[config.mk]
export PLATFORM = sky130hd
export DESIGN_NAME = bcd_calendar
export DESIGN_NICKNAME = d
export VERILOG_FILES = /design/src/rtl/cal_pkg.sv /design/src/rtl/cal_prescaler.sv /design/src/rtl/cal_time_chain.sv /design/src/rtl/cal_date_chain.sv /design/src/rtl/bcd_calendar.sv
export SDC_FILE = /design/constraint.sdc
export NUM_CORES = 1
export LEC_CHECK = 0
export ABC_CLOCK_PERIOD_IN_PS = 4150
export BUFFER_PORTS_ARGS = -buffer_cell sky130_fd_sc_hd__buf_4
export CAP_MARGIN = 20
export CORE_UTILIZATION = 54
export CTS_CLUSTER_SIZE = 14
export DETAILED_ROUTE_END_ITERATION = 8
export PLACE_DENSITY = 0.75
export SLEW_MARGIN = 5
export SYNTH_ARGS = -nofsm -noshare
export SYNTH_HDL_FRONTEND = slang
export SYNTH_SLANG_ARGS = --single-unit
[constraint.sdc]
create_clock -name clk -period 4.15 [get_ports clk]
set_clock_uncertainty 0.15 [all_clocks]
set_input_delay 0.415 -clock clk [delete_from_list [all_inputs] [get_ports clk]]
set_output_delay 0.415 -clock clk [all_outputs]
set_load 0.01 [all_outputs]
[src/rtl/cal_pkg.sv]
package cal_pkg;
   localparam int FIELD_W    = 8;
   localparam int NUM_FIELDS = 7;
   localparam int SEL_W      = 3;

   typedef logic [FIELD_W-1:0] bcd8_t;

   typedef enum logic [SEL_W-1:0] {
      F_SEC   = 3'd0,
      F_MIN   = 3'd1,
      F_HOUR  = 3'd2,
      F_DOW   = 3'd3,
      F_DATE  = 3'd4,
      F_MONTH = 3'd5,
      F_YEAR  = 3'd6
   } field_e;

   // one packed-BCD increment, no range limit
   function automatic bcd8_t bcd_next(bcd8_t v);
      if (v[3:0] == 4'd9) return {v[7:4] + 4'd1, 4'd0};
      return v + 8'd1;
   endfunction

   // bits that each field keeps on write
   function automatic bcd8_t write_mask(field_e f);
      case (f)
         F_SEC, F_MIN, F_HOUR: return 8'h7F;
         F_DOW:                return 8'h07;
         F_DATE:               return 8'h3F;
         F_MONTH:              return 8'h1F;
         default:              return 8'hFF;
      endcase
   endfunction

   // year multiple of 4, from the two BCD digits
   function automatic logic is_leap(bcd8_t y);
      if (y[4]) return (y[3:0] == 4'd2) || (y[3:0] == 4'd6);
      return (y[3:0] == 4'd0) || (y[3:0] == 4'd4) || (y[3:0] == 4'd8);
   endfunction

   function automatic bcd8_t month_last(bcd8_t m, logic leap);
      case (m)
         8'h02:                      return leap ? 8'h29 : 8'h28;
         8'h04, 8'h06, 8'h09, 8'h11: return 8'h30;
         default:                    return 8'h31;
      endcase
   endfunction

   // hour step in either format (bit 6 = 12-hour, bit 5 = PM or twenty digit)
   function automatic bcd8_t hour_next(bcd8_t h);
      bcd8_t t;
      if (h[6]) begin
         if (h[4:0] == 5'h12) return {2'b01, h[5], 5'h01};
         if (h[4:0] == 5'h11) return {2'b01, ~h[5], 5'h12};
         t = bcd_next({3'b000, h[4:0]});
         return {2'b01, h[5], t[4:0]};
      end
      if (h[5:0] == 6'h23) return 8'h00;
      return bcd_next({2'b00, h[5:0]});
   endfunction

   function automatic logic hour_rolls(bcd8_t h);
      if (h[6]) return h[5] && (h[4:0] == 5'h11);
      return h[5:0] == 6'h23;
   endfunction
endpackage

[src/rtl/cal_prescaler.sv]
module cal_prescaler #(
   parameter int DIV_BITS    = 15,
   parameter int SYNC_STAGES = 2
) (
   input  logic clk,
   input  logic rst_n,
   input  logic ref_lvl,
   input  logic restart,
   output logic tick_o,
   output logic hz_sq_o,
   output logic ref_o
);
   localparam logic [DIV_BITS-1:0] DIV_TOP = '1;

   if (SYNC_STAGES < 1) begin : g_bad_sync
      $error("cal_prescaler: SYNC_STAGES must be at least 1");
   end

   logic [SYNC_STAGES-1:0] sync_q;
   logic                   prev_q;
   logic [DIV_BITS-1:0]    div_q;
   logic                   ref_rise;

   for (genvar g = 0; g < SYNC_STAGES; g++) begin : g_sync
      if (g == 0) begin : g_first
         always_ff @(posedge clk) begin
            if (!rst_n) sync_q[0] <= 1'b0;
            else        sync_q[0] <= ref_lvl;
         end
      end else begin : g_next
         always_ff @(posedge clk) begin
            if (!rst_n) sync_q[g] <= 1'b0;
            else        sync_q[g] <= sync_q[g-1];
         end
      end
   end

   always_ff @(posedge clk) begin
      if (!rst_n) prev_q <= 1'b0;
      else        prev_q <= sync_q[SYNC_STAGES-1];
   end

   assign ref_rise = sync_q[SYNC_STAGES-1] & ~prev_q;

   always_ff @(posedge clk) begin
      if (!rst_n)        div_q <= '0;
      else if (restart)  div_q <= '0;
      else if (ref_rise) div_q <= div_q + 1'b1;
   end

   assign tick_o  = ref_rise && (div_q == DIV_TOP) && !restart;
   assign hz_sq_o = div_q[DIV_BITS-1];
   assign ref_o   = sync_q[0];

   // a restarted count cannot complete a second on the next cycle
   a_r9_no_tick_after_restart: assert property (@(posedge clk) disable iff (!rst_n)
      restart |=> !tick_o);
endmodule

[src/rtl/cal_time_chain.sv]
module cal_time_chain
   import cal_pkg::*;
(
   input  logic  clk,
   input  logic  rst_n,
   input  logic  tick,
   input  logic  wr_sec,
   input  logic  wr_min,
   input  logic  wr_hour,
   input  bcd8_t wr_data,
   output bcd8_t sec_o,
   output bcd8_t min_o,
   output bcd8_t hour_o,
   output logic  day_inc_o
);
   bcd8_t sec_q, min_q, hour_q;
   logic  sec_wrap, min_wrap;

   assign sec_wrap  = tick && (sec_q == 8'h59);
   assign min_wrap  = sec_wrap && (min_q == 8'h59);
   assign day_inc_o = min_wrap && hour_rolls(hour_q);

   always_ff @(posedge clk) begin
      if (!rst_n) begin
         sec_q  <= 8'h00;
         min_q  <= 8'h00;
         hour_q <= 8'h00;
      end else begin
         if (wr_sec)        sec_q <= wr_data & write_mask(F_SEC);
         else if (sec_wrap) sec_q <= 8'h00;
         else if (tick)     sec_q <= bcd_next(sec_q);

         if (wr_min)        min_q <= wr_data & write_mask(F_MIN);
         else if (min_wrap) min_q <= 8'h00;
         else if (sec_wrap) min_q <= bcd_next(min_q);

         if (wr_hour)       hour_q <= wr_data & write_mask(F_HOUR);
         else if (min_wrap) hour_q <= hour_next(hour_q);
      end
   end

   assign sec_o  = sec_q;
   assign min_o  = min_q;
   assign hour_o = hour_q;

   // seconds wrap to zero
   a_r2_sec_wrap: assert property (@(posedge clk) disable iff (!rst_n)
      (tick && !wr_sec && sec_q == 8'h59) |=> (sec_q == 8'h00));
   // 24-hour midnight
   a_r3_hour_wrap: assert property (@(posedge clk) disable iff (!rst_n)
      (tick && !wr_sec && !wr_min && !wr_hour && !hour_q[6] && hour_q[5:0] == 6'h23
       && min_q == 8'h59 && sec_q == 8'h59) |=> (hour_q == 8'h00));
   // eleven o'clock flips the PM flag
   a_r4_pm_flip: assert property (@(posedge clk) disable iff (!rst_n)
      (min_wrap && !wr_hour && hour_q[6] && hour_q[4:0] == 5'h11)
      |=> (hour_q[5] != $past(hour_q[5])));
endmodule

[src/rtl/cal_date_chain.sv]
module cal_date_chain
   import cal_pkg::*;
(
   input  logic  clk,
   input  logic  rst_n,
   input  logic  day_inc,
   input  logic  wr_dow,
   input  logic  wr_date,
   input  logic  wr_month,
   input  logic  wr_year,
   input  bcd8_t wr_data,
   output bcd8_t dow_o,
   output bcd8_t date_o,
   output bcd8_t month_o,
   output bcd8_t year_o
);
   bcd8_t dow_q, date_q, month_q, year_q;
   logic  mon_inc, yr_inc;

   assign mon_inc = day_inc && (date_q == month_last(month_q, is_leap(year_q)));
   assign yr_inc  = mon_inc && (month_q == 8'h12);

   always_ff @(posedge clk) begin
      if (!rst_n) begin
         dow_q   <= 8'h01;
         date_q  <= 8'h01;
         month_q <= 8'h01;
         year_q  <= 8'h00;
      end else begin
         if (wr_dow)       dow_q <= wr_data & write_mask(F_DOW);
         else if (day_inc) dow_q <= (dow_q == 8'h07) ? 8'h01 : dow_q + 8'h01;

         if (wr_date)      date_q <= wr_data & write_mask(F_DATE);
         else if (mon_inc) date_q <= 8'h01;
         else if (day_inc) date_q <= bcd_next(date_q);

         if (wr_month)     month_q <= wr_data & write_mask(F_MONTH);
         else if (yr_inc)  month_q <= 8'h01;
         else if (mon_inc) month_q <= bcd_next(month_q);

         if (wr_year)      year_q <= wr_data;
         else if (yr_inc)  year_q <= (year_q == 8'h99) ? 8'h00 : bcd_next(year_q);
      end
   end

   assign dow_o   = dow_q;
   assign date_o  = date_q;
   assign month_o = month_q;
   assign year_o  = year_q;

   // week wraps back to day 1
   a_r5_dow_wrap: assert property (@(posedge clk) disable iff (!rst_n)
      (day_inc && !wr_dow && dow_q == 8'h07) |=> (dow_q == 8'h01));
   // date fields hold between days
   a_r6_hold: assert property (@(posedge clk) disable iff (!rst_n)
      (!day_inc && !wr_dow && !wr_date && !wr_month && !wr_year)
      |=> $stable({year_q, month_q, date_q, dow_q}));
   // year wraps from 99
   a_r7_year_wrap: assert property (@(posedge clk) disable iff (!rst_n)
      (yr_inc && !wr_year && year_q == 8'h99) |=> (year_q == 8'h00));
endmodule

[src/rtl/bcd_calendar.sv]
module bcd_calendar
   import cal_pkg::*;
#(
   parameter int DIV_BITS    = 15,
   parameter int SYNC_STAGES = 2
) (
   input  logic                            clk,
   input  logic                            rst_n,
   input  logic                            ref_lvl,
   input  logic                            wr_en,
   input  logic [SEL_W-1:0]                wr_sel,
   input  logic [FIELD_W-1:0]              wr_data,
   input  logic                            snap_take,
   input  logic                            hz_en,
   output logic [NUM_FIELDS*FIELD_W-1:0]   snap_o,
   output logic                            upd_o,
   output logic                            hz_o,
   output logic                            hz_oe,
   output logic                            ref_o
);
   localparam int SNAP_W = NUM_FIELDS * FIELD_W;
   localparam logic [SNAP_W-1:0] SNAP_RST = 56'h00_01_01_01_00_00_00;

   if (DIV_BITS < 2 || DIV_BITS > 24) begin : g_bad_div
      $error("bcd_calendar: DIV_BITS out of range 2..24");
   end

   logic [NUM_FIELDS-1:0] wr_hit;
   logic                  tick, hz_sq, day_inc;
   bcd8_t                 sec, min, hour, dow, date, month, year;
   logic [SNAP_W-1:0]     snap_q;
   logic                  upd_q;

   for (genvar g = 0; g < NUM_FIELDS; g++) begin : g_wdec
      assign wr_hit[g] = wr_en && (wr_sel == SEL_W'(g));
   end

   cal_prescaler #(.DIV_BITS(DIV_BITS), .SYNC_STAGES(SYNC_STAGES)) u_pre (
      .clk     (clk),
      .rst_n   (rst_n),
      .ref_lvl (ref_lvl),
      .restart (wr_hit[F_SEC]),
      .tick_o  (tick),
      .hz_sq_o (hz_sq),
      .ref_o   (ref_o)
   );

   cal_time_chain u_time (
      .clk       (clk),
      .rst_n     (rst_n),
      .tick      (tick),
      .wr_sec    (wr_hit[F_SEC]),
      .wr_min    (wr_hit[F_MIN]),
      .wr_hour   (wr_hit[F_HOUR]),
      .wr_data   (wr_data),
      .sec_o     (sec),
      .min_o     (min),
      .hour_o    (hour),
      .day_inc_o (day_inc)
   );

   cal_date_chain u_date (
      .clk      (clk),
      .rst_n    (rst_n),
      .day_inc  (day_inc),
      .wr_dow   (wr_hit[F_DOW]),
      .wr_date  (wr_hit[F_DATE]),
      .wr_month (wr_hit[F_MONTH]),
      .wr_year  (wr_hit[F_YEAR]),
      .wr_data  (wr_data),
      .dow_o    (dow),
      .date_o   (date),
      .month_o  (month),
      .year_o   (year)
   );

   always_ff @(posedge clk) begin
      if (!rst_n) begin
         snap_q <= SNAP_RST;
         upd_q  <= 1'b0;
      end else begin
         if (snap_take) snap_q <= {year, month, date, dow, hour, min, sec};
         upd_q <= tick;
      end
   end

   assign snap_o = snap_q;
   assign upd_o  = upd_q;
   assign hz_oe  = hz_en;
   assign hz_o   = hz_en & hz_sq;

   // the strobe is never two cycles wide
   a_r11_upd_single: assert property (@(posedge clk) disable iff (!rst_n)
      upd_q |=> !upd_q);
   // the strobe follows an advance
   a_r11_upd_follows: assert property (@(posedge clk) disable iff (!rst_n)
      tick |=> upd_q);
   // the snapshot holds without a capture
   a_r12_snap_hold: assert property (@(posedge clk) disable iff (!rst_n)
      !snap_take |=> $stable(snap_q));
endmodule

Word level (Yosys, flattened, before mapping) --
Index checks and enable logic that the tools add are counted.
Operators by class: add/subtract/negate cells 16, reductions and logical operators 36, bitwise gates (word level) 5, mux-type cells 105, equality and inequality tests 31
Operator list (number):
- 8-bit two-way mux | 24
- 1-bit two-way mux | 62
- 7-bit two-way mux | 8
- 8-bit by 1-bit adder with 8-bit output, second input constant | 6
- 4-bit == test, second input constant | 7
- 5-bit two-way mux | 5
- 8-bit by 3-bit == test with 1-bit output, second input constant | 3
- 4-bit by 1-bit adder with 4-bit output, second input constant | 5
- 6-bit two-way mux | 3
- 8-bit by 5-bit == test with 1-bit output, second input constant | 2
- 8-bit by 7-bit == test with 1-bit output, second input constant | 2
- 8-bit one-hot mux with 2 select lines | 1
- 15-bit by 1-bit adder with 15-bit output, second input constant | 1
- 15-bit == test, second input constant | 1
- 1-bit logical AND | 15
- 3-bit nonzero test | 4
- 3-bit OR reduction | 4
- 5-bit == test, second input constant | 2
- 3-bit == test, second input constant | 3
- 4-bit by 3-bit == test with 1-bit output, second input constant | 2
- 8-bit by 2-bit == test with 1-bit output, second input constant | 1
- 8-bit by 4-bit == test with 1-bit output, second input constant | 1
- 8-bit == test | 1
- 8-bit == test, second input constant | 1
- 18 further kinds | 29
Storage, ports and cells: output and inout bits 60, register bits after elaboration 131, word-level logic and storage cells 212, bits of input ports 17

Longest topological paths before layout --
word-level depth 29, depth in mapped cells 10, mapped depth without buffers 8

Modules after synthesis --
A second synthesis with hierarchy kept.
Second synthesis, totals: cells, all modules 807, area, all modules 7183.1 um^2
Modules (own cells, without submodules):
- cal_date_chain | area each 2306.0 um^2, cells an instance 296, seq. area each 640.6 um^2, instances 1
- bcd_calendar | area each 2242.2 um^2, cells an instance 196, seq. area each 1141.1 um^2, instances 1
- cal_time_chain | area each 1775.5 um^2, cells an instance 220, seq. area each 460.4 um^2, instances 1
- cal_prescaler | area each 859.6 um^2, cells an instance 95, seq. area each 360.3 um^2, instances 1

Least setup slack after synthesis --
No wires, ideal clock.
path type register -> register, start point register u_date.month_q[4] (netlist: u_date.month_o[4]), end point register u_date.month_q[2] (netlist: u_date.month_o[2]), setup time 0.074 ns, arrival 2.460 ns, required time 3.926 ns, buffers on the path 1, cell stages (with the launch flop) 10, setup slack 1.465 ns, clock period less this slack 2.685 ns, cells stage by stage dfxtp_1 -> inv_1 -> ha_1 -> nor3b_2 -> a22oi_1 -> or4b_4 -> a21o_1 -> buf_6 -> or4_1 -> a31oi_1
Between the ends: cells in the longest elaborated chain, start to end 8, elaborated cells between the ends (all ways) 14, classes of those cells 7 x eq/ne; 3 x mux; 4 x reduce/logical
RTL lines:
- start, declared | line cal_date_chain.sv:17 | bcd8_t dow_q, date_q, month_q, year_q;
- start signal, assigned | line cal_date_chain.sv:37 | if (wr_month) month_q <= wr_data & write_mask(F_MONTH);
- start signal, assigned | line cal_date_chain.sv:39 | else if (mon_inc) month_q <= bcd_next(month_q);
- 8-bit by 3-bit == test with 1-bit output (tied with other cells) | line cal_pkg.sv:42 | case (m)
- 4-bit OR reduction | line cal_pkg.sv:42
- 8-bit one-hot mux with 2 select lines | line cal_pkg.sv:42
- 8-bit == test | line cal_date_chain.sv:20 | assign mon_inc = day_inc && (date_q == month_last(month_q, is_leap(year_q)));
- 1-bit logical AND | line cal_date_chain.sv:20
- 1-bit logical AND | line cal_date_chain.sv:21 | assign yr_inc = mon_inc && (month_q == 8'h12);
- 5-bit two-way mux | line cal_date_chain.sv:38 | else if (yr_inc) month_q <= 8'h01;
- 5-bit two-way mux | line cal_date_chain.sv:37
Parallel ways exist; a longest one is shown, timed or not. A chain may end at the register's enable or synchronous reset.

Worst setup path in the final report --
start point register u_time.hour_q[0] (netlist: u_time.hour_o[0]), end point register u_date.date_q[2] (netlist: u_date.date_o[2])
Between the ends: cells in the longest elaborated chain, start to end 8, elaborated cells between the ends (all ways) 10, classes of those cells 2 x eq/ne; 4 x mux; 4 x reduce/logical
RTL lines:
- start, declared | line cal_time_chain.sv:16 | bcd8_t sec_q, min_q, hour_q;
- start signal, assigned | line cal_time_chain.sv:37 | if (wr_hour) hour_q <= wr_data & write_mask(F_HOUR);
- start signal, assigned | line cal_time_chain.sv:38 | else if (min_wrap) hour_q <= hour_next(hour_q);
- 5-bit == test | line cal_pkg.sv:63 | if (h[6]) return h[5] && (h[4:0] == 5'h11);
- 1-bit logical AND | line cal_pkg.sv:63
- 1-bit two-way mux | line cal_pkg.sv:63
- 1-bit two-way mux (*) | line cal_pkg.sv:64 | return h[5:0] == 6'h23;
- 1-bit logical AND (*) | line cal_time_chain.sv:21 | assign day_inc_o = min_wrap && hour_rolls(hour_q);
- 1-bit logical AND | line cal_date_chain.sv:20
- 6-bit two-way mux | line cal_date_chain.sv:34 | else if (mon_inc) date_q <= 8'h01;
- 6-bit two-way mux | line cal_date_chain.sv:33 | if (wr_date) date_q <= wr_data & write_mask(F_DATE);
- end signal, assigned | line cal_date_chain.sv:33
- end signal, assigned | line cal_date_chain.sv:35 | else if (day_inc) date_q <= bcd_next(date_q);
- end, declared | line cal_date_chain.sv:17
Every way passes the cells marked *; elsewhere a longest branch is shown, timed or not. The select of a mux whose other input is x is not followed.

==> impl_table.tex <==
\begin{tabular}{lr}
\hline
Metric & Value \\
\hline
\multicolumn{2}{l}{\textbf{Place}} \\
\quad Pre-CTS setup slack & 0.828 ns \\
\quad Detailed-placement wirelength estimate & 11.0 mm \\
\quad Number of port buffers & 75 \\
\quad RD Place Congestion & 0.899 \\
\multicolumn{2}{l}{\textbf{Run status}} \\
\quad Status & finished, final reports clean \\
\multicolumn{2}{l}{\textbf{Die}} \\
\quad Core region area & 12100 sq um \\
\quad Top-level I/O count & 77 \\
\quad Area of the die & 12900 sq um \\
\quad Effective utilization at floorplan & 55.7\% \\
\quad Die height & 114 um \\
\quad Number of cell rows & 40 \\
\quad Die X-Extent & 114 um \\
\multicolumn{2}{l}{\textbf{Logic synthesis}} \\
\quad Number of distinct library cell variants in the gate-level netlist after synthesis & 72 \\
\quad Post-synthesis async set-or-reset flop share & 0\% \\
\quad Mapped Avg Cell Area & 8.34 sq um \\
\quad Sequential area share after synthesis & 38.4\% \\
\quad Number of warning messages in the yosys log & 0 \\
\quad Number of enable flip-flop cells after synthesis & 0 \\
\quad Count of mapped cells out of synthesis & 806 \\
\quad Synthesized area & 6720 sq um \\
\quad Primary flip-flop cell chosen by synthesis mapping & dfxtp\_1 \\
\quad Synthesized flop and latch total & 129 \\
\quad Number of nets produced by synthesis & 843 \\
\multicolumn{2}{l}{\textbf{Finish}} \\
\quad Fraction of the core area covered by cells at the end of the flow & 65.1\% \\
\quad Leading cell types in the layout, fill and taps excluded & 129 x dfxtp\_1, 114 x nor2\_1, 81 x buf\_4 \\
\quad Most common cell after layout, fill and taps aside & dfxtp\_1 \\
\quad \# nets final & 885 \\
\quad Layout cell share with drive strength beyond 1 & 13.9\% \\
\quad Synth-to-Final Area Change & 16.9\% \\
\quad Count of antenna diodes in the layout & 0 \\
\multicolumn{2}{l}{\textbf{Clocking}} \\
\quad Clock-pin slew of the registers on the worst-case setup and hold paths & 0.05 ns \\
\quad Later-pin clock latency in the skew report & 0.42 ns \\
\quad Clock tree from TritonCTS & done \\
\quad Clock Sinks & 129 \\
\quad Post-CTS setup buffers & 0 \\
\quad Count of cells resized by post-cts repair & 0 \\
\quad Cts bufs inserted & 17 \\
\quad H-tree levels & 4 \\
\quad CTS Root Cell & clkbuf\_16 \\
\quad Hold Buf Count CTS & 0 \\
\quad Max Root-Sink Buffers & 2 \\
\multicolumn{2}{l}{\textbf{Setup path}} \\
\quad CP cell instances & or4b\_2 > o2bb2ai\_1 > nand4\_1 > buf\_4 > a2111oi\_0 > a22oi\_1 > a31oi\_1 \\
\quad Family with the most delay on the worst path & simple AND/OR/NAND/NOR gates \\
\quad Top fanout value on the critical path & 17 \\
\quad Buf+Inv Stages, Crit Path & 1 \\
\quad Worst Setup Path Type & register to register \\
\quad CP max-delay cell & or4b\_2 \\
\quad Delay of the slowest cell on the worst path & 0.66 ns \\
\quad Worst endpoint data arrival time & 3.56 ns \\
\quad Element type at the critical path end & register \\
\quad Crit path launch type & register \\
\quad Data required time at the worst endpoint & 4.34 ns \\
\multicolumn{2}{l}{\textbf{Timing}} \\
\quad Final hold violations & 0 \\
\quad Fin crit period & 3.37 ns \\
\quad Period Utilization, post-route & 81.3\% \\
\quad Least setup slack across all paths after layout & 0.777 ns \\
\quad Final total negative setup slack & 0 ns \\
\quad Number of failing setup endpoints in the final timing report & 0 \\
\quad Unrepaired setup endpoints after global routing & no \\
\quad Max-slew headroom & 39.7\% \\
\quad Max-slew violation count & 0 \\
\quad Actual slew at the worst max-slew pin & 0.905 ns \\
\quad Highest attainable clock frequency & 297 MHz \\
\quad Smallest hold slack & 0.0621 ns \\
\multicolumn{2}{l}{\textbf{Power}} \\
\quad Proportion of total power due to net switching & 22.4\% \\
\quad Worst voltage drop across the vdd grid & 0.278 mV \\
\quad Internal Dissipation & 0.00231 W \\
\quad Power share of the clock group & 49.7\% \\
\quad Combinational group share of total power & 6.3\% \\
\quad Cell area power density & 379 nW/um\^{}2 \\
\quad Share of total power in sequential cells & 43.9\% \\
\quad Leakage power summed over all cells & 3.04 nW \\
\quad Sw Pwr & 0.000668 W \\
\multicolumn{2}{l}{\textbf{Routing}} \\
\quad Total via count in the routed design & 6109 \\
\quad Ratio of routed vias to standard cells & 5.95 \\
\quad Iteration-0 DRC Markers & 408 \\
\quad Drt wl/cell & 16.0 um \\
\quad Wire length reported by the detailed router & 16.5 mm \\
\quad \# DRC & 0 \\
\quad Iteration count of the initial detailed-routing pass & 5 \\
\quad Count of antenna-violating nets left after detailed routing & 0 \\
\multicolumn{2}{l}{\textbf{Global route}} \\
\quad All-Layer GR Usage & 26.4\% \\
\quad Wire length of the first global-routing pass & 27.5 mm \\
\quad Via count of the first global-routing pass & 5786 \\
\quad Number of antenna violations at the first check in global routing & 0 \\
\quad Residual overflow from global routing & 0 \\
\quad Maximum number of pins on one net before global-route repair & 56 \\
\multicolumn{2}{l}{\textbf{Run}} \\
\quad Max-Cap Viols & 0 \\
\multicolumn{2}{l}{\textbf{Hold path}} \\
\quad Type of the most critical hold path & input pin to register \\
\hline
\end{tabular}
-- sequential cells by signal, indices dropped and copies added, names as in the netlist, 7 cells and up --
| name | flops |
|---|---|
| u_time.min_o | 8 |
| u_pre.div_q | 15 |
| u_time.hour_o | 7 |
| snap_o | 55 |
| u_date.date_o | 8 |
| u_date.dow_o | 8 |
| u_date.month_o | 8 |
| u_date.year_o | 8 |
| u_time.sec_o | 8 |
-- synthesized netlist by cell type, types with 8 or more instances --
cell / instances / share of area, %
dfxtp_1: 129 / 38
clkbuf_1: 39 / 2.2
nand3_1: 29 / 2.2
ha_1: 20 / 3.7
or3_1: 8 / 0.74
inv_1: 17 / 0.95
nor2_1: 114 / 6.4
xor2_1: 12 / 1.6
a211oi_1: 9 / 1.0
nor2b_1: 9 / 0.84
buf_2: 8 / 0.60
and2_1: 10 / 0.93
nor3_1: 23 / 1.7
mux2i_1: 60 / 8.9
a21oi_1: 30 / 2.2
nand4_1: 20 / 1.9
a31oi_1: 15 / 1.4
nand2_1: 68 / 3.8
xnor2_1: 9 / 1.2
o21ai_0: 44 / 3.3
-- power by group through the flow --
stage               clock network, W  registers, W  logic (W)
floorplan                          0       0.00131   0.000139
global placement                   0       0.00133   0.000183
detailed placement                 0       0.00133   0.000187
CTS                          0.00150       0.00131   0.000189
global route                 0.00154       0.00131   0.000208
finish                       0.00148       0.00131   0.000188
-- metal layers --
metal,share of wire (%),global-route usage (%)
met5,0,0
met2,47,43.7
met1,45,33.3
met4,2.5,11.2
met3,5.4,5.90
-- logic make-up (layout without fill, tap and decap cells) --
logic type,count (synthesis),in the layout,share of synthesized area [%]
xor+xnor,21,21,2.74
buf+inv,76,128,4.80
other cells,1,1,0.0558
simple gates,340,340,25.5
flops,129,129,38.4
compound gates,157,157,15.5
mux,62,62,9.27
fa+ha+maj,20,20,3.72
-- path summary, 6_finish.rpt --
path	startpoint	to	slack, ns	depth (start not counted)
max reg2reg	u_time.hour_o[0]$_SDFFE_PN0P_	u_date.date_o[2]$_SDFFE_PN0P_	0.78	7
max	u_time.hour_o[0]$_SDFFE_PN0P_	u_date.date_o[2]$_SDFFE_PN0P_	0.78	7
min	ref_lvl	u_pre.ref_o$_SDFF_PN0_	0.06	2
min reg2reg	u_pre.ref_o$_SDFF_PN0_	u_pre.sync_q[1]$_SDFF_PN0_	0.32	1
-- through the flow --
stage	std cells	area, sq um	power, W
global placement	997	7280	0.00151
detailed placement	997	7280	0.00152
CTS	1026	7860	0.00299
finish	1026	7860	0.00298
floorplan	806	6720	0.00145
global route	1026	7860	0.00306
-- layout make-up --
class                      count  area, sq um
fill                        1027         4200
multi-input combinational    601         3810
sequential                   129         2580
timing repair buffer          81          608
clock buffer                  23          468
tap                          168          210
clock inverter                 6          108
inverter                      18         67.6
Note: power is estimated with default switching activity, not from simulation.
